**src/rtl/bw_pkg.sv**
```systemverilog
// Shared encodings for the access watch block.
// Assumes a 2-bit access type and a 2-bit size code in every channel.
package bw_pkg;
    typedef enum logic [1:0] {
        ACC_OFF = 2'b00,
        ACC_RD  = 2'b01,
        ACC_WR  = 2'b10,
        ACC_RW  = 2'b11
    } acc_kind_e;

    typedef enum logic [1:0] {
        SZ_B   = 2'b00,
        SZ_H   = 2'b01,
        SZ_W   = 2'b10,
        SZ_ANY = 2'b11
    } size_e;

    // Channel control word: bits [3:2] size filter, bits [1:0] access type.
    typedef struct packed {
        size_e     wsel;
        acc_kind_e kind;
    } chan_ctrl_t;

    localparam int SLOT_BITS = 3;
endpackage

```
**src/rtl/bw_cfg_regs.sv**
```systemverilog
// Configuration register file for all comparator channels.
// Each channel owns 8 slots: 0 control, 1 lower bound, 2 upper bound,
// 3 compare value, 4 compare mask. Slots 5..7 are accepted and dropped.
// Assumes AW <= DW. Reset disables every channel.
module bw_cfg_regs
    import bw_pkg::*;
#(
    parameter int NCH = 2,
    parameter int AW  = 32,
    parameter int DW  = 32,
    localparam int CHB = (NCH > 1) ? $clog2(NCH) : 1,
    localparam int CAW = CHB + SLOT_BITS
) (
    input  logic                     clk,
    input  logic                     rst_n,
    input  logic                     cfg_we,
    input  logic [CAW-1:0]           cfg_addr,
    input  logic [DW-1:0]            cfg_wdata,
    output chan_ctrl_t [NCH-1:0]     ctrl_o,
    output logic [NCH-1:0][AW-1:0]   lo_o,
    output logic [NCH-1:0][AW-1:0]   hi_o,
    output logic [NCH-1:0][DW-1:0]   val_o,
    output logic [NCH-1:0][DW-1:0]   mask_o
);
    logic [CHB-1:0]       wr_ch;
    logic [SLOT_BITS-1:0] wr_slot;

    // Split the configuration address into channel and slot.
    always_comb begin
        wr_ch   = cfg_addr[CAW-1:SLOT_BITS];
        wr_slot = cfg_addr[SLOT_BITS-1:0];
    end

    for (genvar c = 0; c < NCH; c++) begin : g_ch
        logic sel;
        // Decode whether this channel is addressed.
        always_comb sel = cfg_we && (wr_ch == CHB'(c));

        // Per-channel registers with synchronous reset.
        always_ff @(posedge clk) begin
            if (!rst_n) begin
                ctrl_o[c] <= '{wsel: SZ_B, kind: ACC_OFF};
                lo_o[c]   <= '0;
                hi_o[c]   <= '0;
                val_o[c]  <= '0;
                mask_o[c] <= '0;
            end else if (sel) begin
                case (wr_slot)
                    3'd0: ctrl_o[c] <= chan_ctrl_t'(cfg_wdata[3:0]);
                    3'd1: lo_o[c]   <= cfg_wdata[AW-1:0];
                    3'd2: hi_o[c]   <= cfg_wdata[AW-1:0];
                    3'd3: val_o[c]  <= cfg_wdata;
                    3'd4: mask_o[c] <= cfg_wdata;
                    default: ;
                endcase
            end
        end
    end
endmodule

```
**src/rtl/bw_lane_mask.sv**
```systemverilog
// Expands an access size and low address bits into a bit mask of active
// data lanes (1 = bit takes part in the compare).
// Assumes byte lanes of 8 bits, lane-aligned data, and DW a multiple of 32.
module bw_lane_mask
    import bw_pkg::*;
#(
    parameter int DW = 32,
    localparam int NLANE = DW / 8,
    localparam int LB    = $clog2(NLANE)
) (
    input  logic [LB-1:0] addr_lo,
    input  logic [1:0]    size,
    output logic [DW-1:0] lanes
);
    // Mark each lane active or idle for the current access size.
    always_comb begin
        for (int l = 0; l < NLANE; l++) begin
            logic on;
            case (size)
                SZ_B:    on = (LB'(l) == addr_lo);
                SZ_H:    on = (LB'(l >> 1) == (addr_lo >> 1));
                SZ_W:    on = 1'b1;
                default: on = 1'b0;
            endcase
            lanes[l*8 +: 8] = {8{on}};
        end
    end
endmodule

```
**src/rtl/bw_chan_match.sv**
```systemverilog
// One comparator channel: direction, inclusive address window, size filter
// and masked data compare over the active lanes, all combinational.
// Assumes the bus inputs are stable while bus_valid is high.
module bw_chan_match
    import bw_pkg::*;
#(
    parameter int AW = 32,
    parameter int DW = 32
) (
    input  logic          clk,
    input  logic          rst_n,
    input  chan_ctrl_t    ctrl,
    input  logic [AW-1:0] lo,
    input  logic [AW-1:0] hi,
    input  logic [DW-1:0] val,
    input  logic [DW-1:0] mask,
    input  logic [DW-1:0] lanes,
    input  logic          bus_valid,
    input  logic          bus_write,
    input  logic [1:0]    bus_size,
    input  logic [AW-1:0] bus_addr,
    input  logic [DW-1:0] bus_data,
    output logic          match
);
    logic dir_ok, addr_ok, size_ok, data_ok;
    logic [DW-1:0] care;

    // Direction filter from the access type.
    always_comb begin
        case (ctrl.kind)
            ACC_RD:  dir_ok = !bus_write;
            ACC_WR:  dir_ok = bus_write;
            ACC_RW:  dir_ok = 1'b1;
            default: dir_ok = 1'b0;
        endcase
    end

    // Inclusive window, size filter and masked lane compare.
    always_comb begin
        addr_ok = (bus_addr >= lo) && (bus_addr <= hi);
        size_ok = (bus_size != 2'b11) &&
                  ((ctrl.wsel == SZ_ANY) || (ctrl.wsel == size_e'(bus_size)));
        care    = ~mask & lanes;
        data_ok = ((bus_data ^ val) & care) == '0;
        match   = bus_valid && dir_ok && addr_ok && size_ok && data_ok;
    end

    assert_off_silent_R2: assert property (@(posedge clk) disable iff (!rst_n)
        (ctrl.kind == ACC_OFF) |-> !match);
    assert_dir_write_R2: assert property (@(posedge clk) disable iff (!rst_n)
        (match && bus_write) |-> ctrl.kind[1]);
    assert_in_window_R3: assert property (@(posedge clk) disable iff (!rst_n)
        match |-> ((bus_addr >= lo) && (bus_addr <= hi)));
    assert_valid_gate_R7: assert property (@(posedge clk) disable iff (!rst_n)
        !bus_valid |-> !match);
endmodule

```
**src/rtl/access_watch.sv**
```systemverilog
// Top of the access watch block: configuration registers, one shared lane
// mask, NCH comparator channels, sticky hit flags and a registered break
// request that pulses one cycle after any matching transaction.
// Assumes a synchronous active-low reset and lane-aligned bus data.
module access_watch
    import bw_pkg::*;
#(
    parameter int NCH = 2,
    parameter int AW  = 32,
    parameter int DW  = 32,
    localparam int CHB   = (NCH > 1) ? $clog2(NCH) : 1,
    localparam int CAW   = CHB + SLOT_BITS,
    localparam int NLANE = DW / 8,
    localparam int LB    = $clog2(NLANE)
) (
    input  logic           clk,
    input  logic           rst_n,
    input  logic           cfg_we,
    input  logic [CAW-1:0] cfg_addr,
    input  logic [DW-1:0]  cfg_wdata,
    input  logic           bus_valid,
    input  logic           bus_write,
    input  logic [1:0]     bus_size,
    input  logic [AW-1:0]  bus_addr,
    input  logic [DW-1:0]  bus_data,
    input  logic [NCH-1:0] hit_clr,
    output logic [NCH-1:0] hit,
    output logic           brk_req
);
    chan_ctrl_t [NCH-1:0]   ctrl;
    logic [NCH-1:0][AW-1:0] lo, hi;
    logic [NCH-1:0][DW-1:0] val, mask;
    logic [DW-1:0]          lanes;
    logic [NCH-1:0]         match_vec;
    logic [NCH-1:0]         hit_q;
    logic                   brk_q;

    bw_cfg_regs #(.NCH(NCH), .AW(AW), .DW(DW)) u_cfg (
        .clk(clk), .rst_n(rst_n), .cfg_we(cfg_we), .cfg_addr(cfg_addr),
        .cfg_wdata(cfg_wdata), .ctrl_o(ctrl), .lo_o(lo), .hi_o(hi),
        .val_o(val), .mask_o(mask)
    );

    bw_lane_mask #(.DW(DW)) u_lanes (
        .addr_lo(bus_addr[LB-1:0]), .size(bus_size), .lanes(lanes)
    );

    for (genvar c = 0; c < NCH; c++) begin : g_ch
        bw_chan_match #(.AW(AW), .DW(DW)) u_match (
            .clk(clk), .rst_n(rst_n), .ctrl(ctrl[c]), .lo(lo[c]), .hi(hi[c]),
            .val(val[c]), .mask(mask[c]), .lanes(lanes),
            .bus_valid(bus_valid), .bus_write(bus_write),
            .bus_size(bus_size), .bus_addr(bus_addr), .bus_data(bus_data),
            .match(match_vec[c])
        );

        assert_hit_sticky_R8: assert property (@(posedge clk) disable iff (!rst_n)
            (hit_q[c] && !hit_clr[c]) |=> hit_q[c]);
        assert_hit_cause_R8: assert property (@(posedge clk) disable iff (!rst_n)
            (!hit_q[c] && !match_vec[c]) |=> !hit_q[c]);
    end

    // Sticky hit flags (set beats clear) and the one-cycle break pulse.
    always_ff @(posedge clk) begin
        if (!rst_n) begin
            hit_q <= '0;
            brk_q <= 1'b0;
        end else begin
            hit_q <= (hit_q & ~hit_clr) | match_vec;
            brk_q <= |match_vec;
        end
    end

    assign hit     = hit_q;
    assign brk_req = brk_q;

    assert_brk_follows_R9: assert property (@(posedge clk) disable iff (!rst_n)
        (|match_vec) |=> brk_q);
    assert_brk_has_hit_R9: assert property (@(posedge clk) disable iff (!rst_n)
        brk_q |-> (|hit_q));
endmodule

```
**config.mk**
```make
export PLATFORM = sky130hd
export DESIGN_NAME = access_watch
export DESIGN_NICKNAME = d
export VERILOG_FILES = /design/src/rtl/bw_pkg.sv /design/src/rtl/bw_cfg_regs.sv /design/src/rtl/bw_lane_mask.sv /design/src/rtl/bw_chan_match.sv /design/src/rtl/access_watch.sv
export SDC_FILE = /design/constraint.sdc
export NUM_CORES = 1
export LEC_CHECK = 0
export BUFFER_PORTS_ARGS = -buffer_cell sky130_fd_sc_hd__buf_4
export CAP_MARGIN = 20
export CORE_MARGIN = 10
export CORE_UTILIZATION = 60
export CTS_BUF_LIST = sky130_fd_sc_hd__clkbuf_16
export DETAILED_ROUTE_END_ITERATION = 10
export PLACE_DENSITY = 0.79
export REMOVE_ABC_BUFFERS = 1
export SLEW_MARGIN = 15
export SYNTH_ARGS = -nofsm -noshare
export SYNTH_HDL_FRONTEND = slang
export SYNTH_SLANG_ARGS = --single-unit
```
**constraint.sdc**
```tcl
create_clock -name clk -period 2.5 [get_ports clk]
set_clock_uncertainty 0.15 [all_clocks]
set_input_delay 0 -clock clk [delete_from_list [all_inputs] [get_ports clk]]
set_output_delay 0 -clock clk [all_outputs]
set_load 0.05 [all_outputs]
```
After elaboration in Yosys (flattened, before gate mapping)
Cells that the tools add are included.
Operators by class
  order comparisons: 4
  eq/ne operators: 20
  multiplexer cells: 6
  bitwise logic cells: 12
  reductions and logical operators: 34
Operator list (count)
  $and A32 B32 Y32: 4
  $ge A32 B32 Y1: 2
  $le A32 B32 Y1: 2
  $logic_not A32 Y1: 2
  $not A32 Y32: 2
  $xor A32 B32 Y32: 2
  $reduce_and A2 Y1: 10
  $pmux W1 S3: 6
  $eq A2 B2 Y1 const B: 7
  $logic_and A1 B1 Y1: 14
  $eq A2 B1 Y1 const B: 3
  $eq A3 B2 Y1 const B: 2
  $logic_not A2 Y1: 3
  $eq A2 B2 Y1: 2
  $eq A2 B2 Y1 const A: 2
  $eq A3 B1 Y1 const B: 1
  $eq A3 B3 Y1 const B: 1
  $logic_not A3 Y1: 1
  $and A2 B2 Y2: 1
  $eq A1 B2 Y1 const A: 1
  $logic_or A1 B1 Y1: 2
  $ne A2 B2 Y1 const B: 1
  $not A2 Y2: 1
  $or A2 B2 Y2: 1
  other kinds (3): 3
Storage, ports and cells
  flip-flop bits (word level): 267
  bits of input ports: 109
  output and inout port bits: 3
  word-level logic and storage cells: 90

Longest topological paths before layout
  depth in word-level cells: 7
  depth in mapped cells: 9

Hierarchy
From an unflattened synthesis, not the netlist that was laid out.
Unflattened totals
  cells, all modules: 1545
  area total of the unflattened synthesis: 14318.7 µm²
By module, submodules not included
  bw_cfg_regs: times used 1, cells an instance 901, area an instance 9480.3 µm², seq. area each 5285.1 µm²
  bw_chan_match: times used 2, cells an instance 300, area an instance 2225.9 µm², seq. area each 0.0 µm²
  bw_lane_mask: times used 1, cells an instance 36, area an instance 276.5 µm², seq. area each 0.0 µm²
  access_watch: times used 1, cells an instance 8, area an instance 110.1 µm², seq. area each 60.1 µm²

Worst setup path before layout
No wires, ideal clock.
  path type: register -> register
  start point: reg u_cfg.hi_o[11] (netlist bit)
  end point: reg brk_q, in the netlist brk_req
  setup time: 0.132 ns
  data arrival time: 1.921 ns
  setup slack: 0.297 ns
  stages on the path, launching flop included: 10
  cell sequence: dfxtp_1 inv_1 ha_1 nand4_1 or4_1 a21o_1 a31o_1 a21oi_1 nand4b_1 o32ai_1
On the way
  word-level cells in the longest chain between the ends: 6
Ends and longest elaborated chain
  from (decl): RTL line bw_cfg_regs.sv:21  | output logic [NCH-1:0][AW-1:0] hi_o,
  from (signal, indexed assignment): RTL line bw_cfg_regs.sv:51  | 3'd2: hi_o[c] <= cfg_wdata[AW-1:0];
  $le A32 B32 Y1: RTL line bw_chan_match.sv:40  | addr_ok = (bus_addr >= lo) && (bus_addr <= hi);
  $logic_and A1 B1 Y1: RTL line bw_chan_match.sv:40
  $logic_and A1 B1 Y1 (3 in series): RTL line bw_chan_match.sv:45  | match = bus_valid && dir_ok && addr_ok && size_ok && data_ok;
  $reduce_or A2 Y1: RTL line access_watch.sv:70  | brk_q <= |match_vec;
  to (signal assigned): RTL line access_watch.sv:70
  to (decl): RTL line access_watch.sv:36  | logic brk_q;
No other way between the ends.
A chain may end at the register's enable or synchronous reset.

Final worst setup path
  start point: reg u_cfg.hi_o[21] (netlist bit)
  end point: reg hit_q[0], in the netlist hit[0]
On the way
  word-level cells in the longest chain between the ends: 6
Ends and longest elaborated chain
  $le A32 B32 Y1: RTL line bw_chan_match.sv:40
  $logic_and A1 B1 Y1: RTL line bw_chan_match.sv:40
  $logic_and A1 B1 Y1 (3 in series): RTL line bw_chan_match.sv:45
  $or A2 B2 Y2: RTL line access_watch.sv:69  | hit_q <= (hit_q & ~hit_clr) | match_vec;
  to (signal assigned): RTL line access_watch.sv:69
  to (decl): RTL line access_watch.sv:35  | logic [NCH-1:0] hit_q;
No other way between the ends.

==> flow_summary.ini <==
[timing]
hold_violations = 1
tightest_slew_ns = 0.919
slew_headroom = 0.387
fin_crit_sh = 0.985
clock.fmax_mhz = 406
setup-violations-final = 0
min_period_ns = 2.46
hold_ws_ns = -0.00652
slew_violations = 0

[global_route]
overflow = 0
grt_first_pass_wirelength_um = 63400
grt_use_total = 0.251
grt_pass1_vias = 12600
grt_max_degree = 107
antenna_found_initial = 0

[hold_path]
hold_path_class = in2reg
worstHoldStart = bus_addr[15]
hold_end = hit[1]$_SDFF_PN0_
hold_path_depth = 7

[yosys]
synth_edf_count = 0
yosys.cell_count.top_type = nand2_1
async_flop_share = 0
synth_top_cell_area_share = 0.374
synth_seq_cells = 267
synth_cell_types = 51
seq_area_frac_synth = 0.374
synth_area_um2 = 14300
synth-main-ff-cell = dfxtp_1
yosysWarnings = 0
yosys-top-cells-area = dfxtp_1 (37%), nand2_1 (14%), a21boi_0 (13%)
yosys.area.top_type = dfxtp_1
postSynthAreaPerCell_um2 = 7.98
synth_commonest_cells = nand2_1 (546), dfxtp_1 (267), a21boi_0 (239)
syn_inst = 1793

[outcome]
status = finished, violations left
violations = hold timing

[critical_path]
crit_required_ns = 2.83
r2r_cells = 9
worst-r2r-setup-slack_ns = 0.04
cp-start-kind = flop
critPathKind = reg2reg
rr_endpoint = hit[0]$_SDFF_PN0_
cp-end-kind = flop
r2r-start = u_cfg.hi_o[21]$_SDFFE_PN0P_
cp_max_fo = 2
worstPathArrival_ns = 2.79

[floorplanning]
row_count = 56
core_um2 = 23500
dieArea_um2 = 30400
die_h_um = 174
start_util = 0.610
pin_count = 112
fp.dieW_um = 174

[finish]
drive_gt1_frac = 0.106
area_delta_synth_final_pct = 18.3
fin_util = 0.721
nets = 2149

[clock_tree]
cts_buffers = 30
clkTransAtPathRegs_ns = 0.06
root_buffer = clkbuf_16
cts_tree = yes
cts.sinks = 267
clockBufferDepth = 3
htree_levels = 1
clk_latency_ns = 0.56

[job]
max-cap-violations = 0

[drt]
drc = 0
vias = 12800
vias_per_cell = 5.68
wire_per_inst_um = 18.1
drt_first_iter_violations = 982
first_pass_iters = 6
drt-total-wl_um = 40700
ant_nets = 0

[power_and_ir_drop]
total_power_w = 0.00972
powerDensity_nw_per_um2 = 575
leakage_nw = 6.01
ir_drop_uv = 476

[placement]
portBuffers = 111
place_hpwl_um = 26400
routabilityCongestion = 0.879
[kinds of logic (layout without fill, tap and decap cells)]
group	after synthesis	after routing	share of synthesized area
AOI/OAI and AO/OA	422	422	0.206
xor gates and xnor gates	65	65	0.0398
adders and majority gates	128	128	0.112
buffers and inverters	249	388	0.0741
DFF	267	267	0.374
muxes	6	6	0.00420
other	0	1	0
and+or+nand+nor	656	656	0.190
[cell type report]
| class | count | area (um2) |
|---|---|---|
| fillers | 1800 | 6550 |
| multi-input cells | 1277 | 7980 |
| diodes | 1 | 2.50 |
| inverters | 131 | 492 |
| flip-flops and latches | 267 | 5350 |
| clock buffers | 31 | 776 |
| clock inverters | 21 | 175 |
| well taps | 319 | 399 |
| repair buffers | 205 | 1760 |
[worst max-delay path: stages, from the launching register on]
cell and delay, ns:
dfxtp_1 0.34, inv_1 0.06, ha_1 0.31, and4_1 0.23, a221o_1 0.39, a2111oi_4 0.29
buf_4 0.17, a21oi_1 0.07, nand4b_1 0.23, o21ai_1 0.15
[flip-flops by register name (all words and copies together), names as in the netlist]
name / cells
brk_req: 1
u_cfg.lo_o: 64
u_cfg.val_o: 64
u_cfg.mask_o: 64
u_cfg.hi_o: 64
u_cfg.ctrl_o: 8
hit: 2
[how the worst max path moves through the flow]
stage	start	endpoint	slack [ns]
global placement	u_cfg.hi_o[17]$_SDFFE_PN0P_	brk_req$_SDFF_PN0_	0.12
global route	u_cfg.hi_o[21]$_SDFFE_PN0P_	hit[0]$_SDFF_PN0_	-0.06
finish	u_cfg.hi_o[21]$_SDFFE_PN0P_	hit[0]$_SDFF_PN0_	0.04
detailed placement	u_cfg.hi_o[19]$_SDFFE_PN0P_	brk_req$_SDFF_PN0_	0.06
floorplan	cfg_addr[2]	u_cfg.lo_o[32]$_SDFFE_PN0P_	0.05
CTS	cfg_addr[1]	u_cfg.mask_o[2]$_SDFFE_PN0P_	0.009
[timing repair]
| item | 4_1_cts | 5_1_grt |
|---|---|---|
| endpoints found under the hold margin | 267 | 0 |
| hold buffers | 61 | 0 |
| endpoints found under the setup margin | 0 | 6 |
| resized for setup | 0 | 24 |
| buffers inserted | 0 | 1 |
[cell usage in the layout (no fill, tap or decap), drive strengths merged, types with 3 or more instances in the layout]
| cell type | n |
|---|---|
| nand2 | 546 |
| dfxtp | 267 |
| a21boi | 261 |
| buf | 144 |
| inv | 135 |
| ha | 128 |
| xnor2 | 64 |
| dlygate4sd3 | 60 |
| a21oi | 53 |
| o22ai | 33 |
| clkbuf | 32 |
| nand4 | 25 |
| o21ai | 24 |
| a21o | 22 |
| nand3 | 13 |
| clkinv | 13 |
| nor2 | 12 |
| nor2b | 11 |
| nor3 | 9 |
| nor4 | 9 |
| nand3b | 8 |
| mux2i | 6 |
| a221oi | 6 |
| o21a | 5 |
| and3 | 5 |
| nand2b | 4 |
| nor3b | 4 |
| a31oi | 3 |
| bufinv | 3 |
[stage by stage]
stage / std cells / setup slack, ns / setup TNS [ns] / area [um2]
after global routing: 2251 / -0.0580 / -0.120 / 16900
after CTS: 2250 / 0.00942 / 0 / 16800
after detailed placement: 2137 / 0.0579 / 0 / 15200
after floorplan: 1675 / 0.0504 / 0 / 13700
final: 2252 / 0.0378 / 0 / 16900
after global placement: 2137 / 0.121 / 0 / 15200
[metal layers]
metal,vias to the layer above,routed length [um],track usage,part of all wire
li1,6176,-,-,-
met1,6050,17100,0.307,0.42
met2,427,19400,0.434,0.48
met3,128,2630,0.0410,0.065
met4,0,1530,0.0905,0.038
met5,-,0,0,0
[power by group]
| group | leakage [nW] | switching, W | internal [W] | total, W |
|---|---|---|---|---|
| registers | 2.16 | 0.0000290 | 0.00431 | 0.00434 |
| logic | 3.37 | 0.000574 | 0.000497 | 0.00107 |
| clock network | 0.485 | 0.00179 | 0.00253 | 0.00431 |
Power figures use the tool's default switching activity.
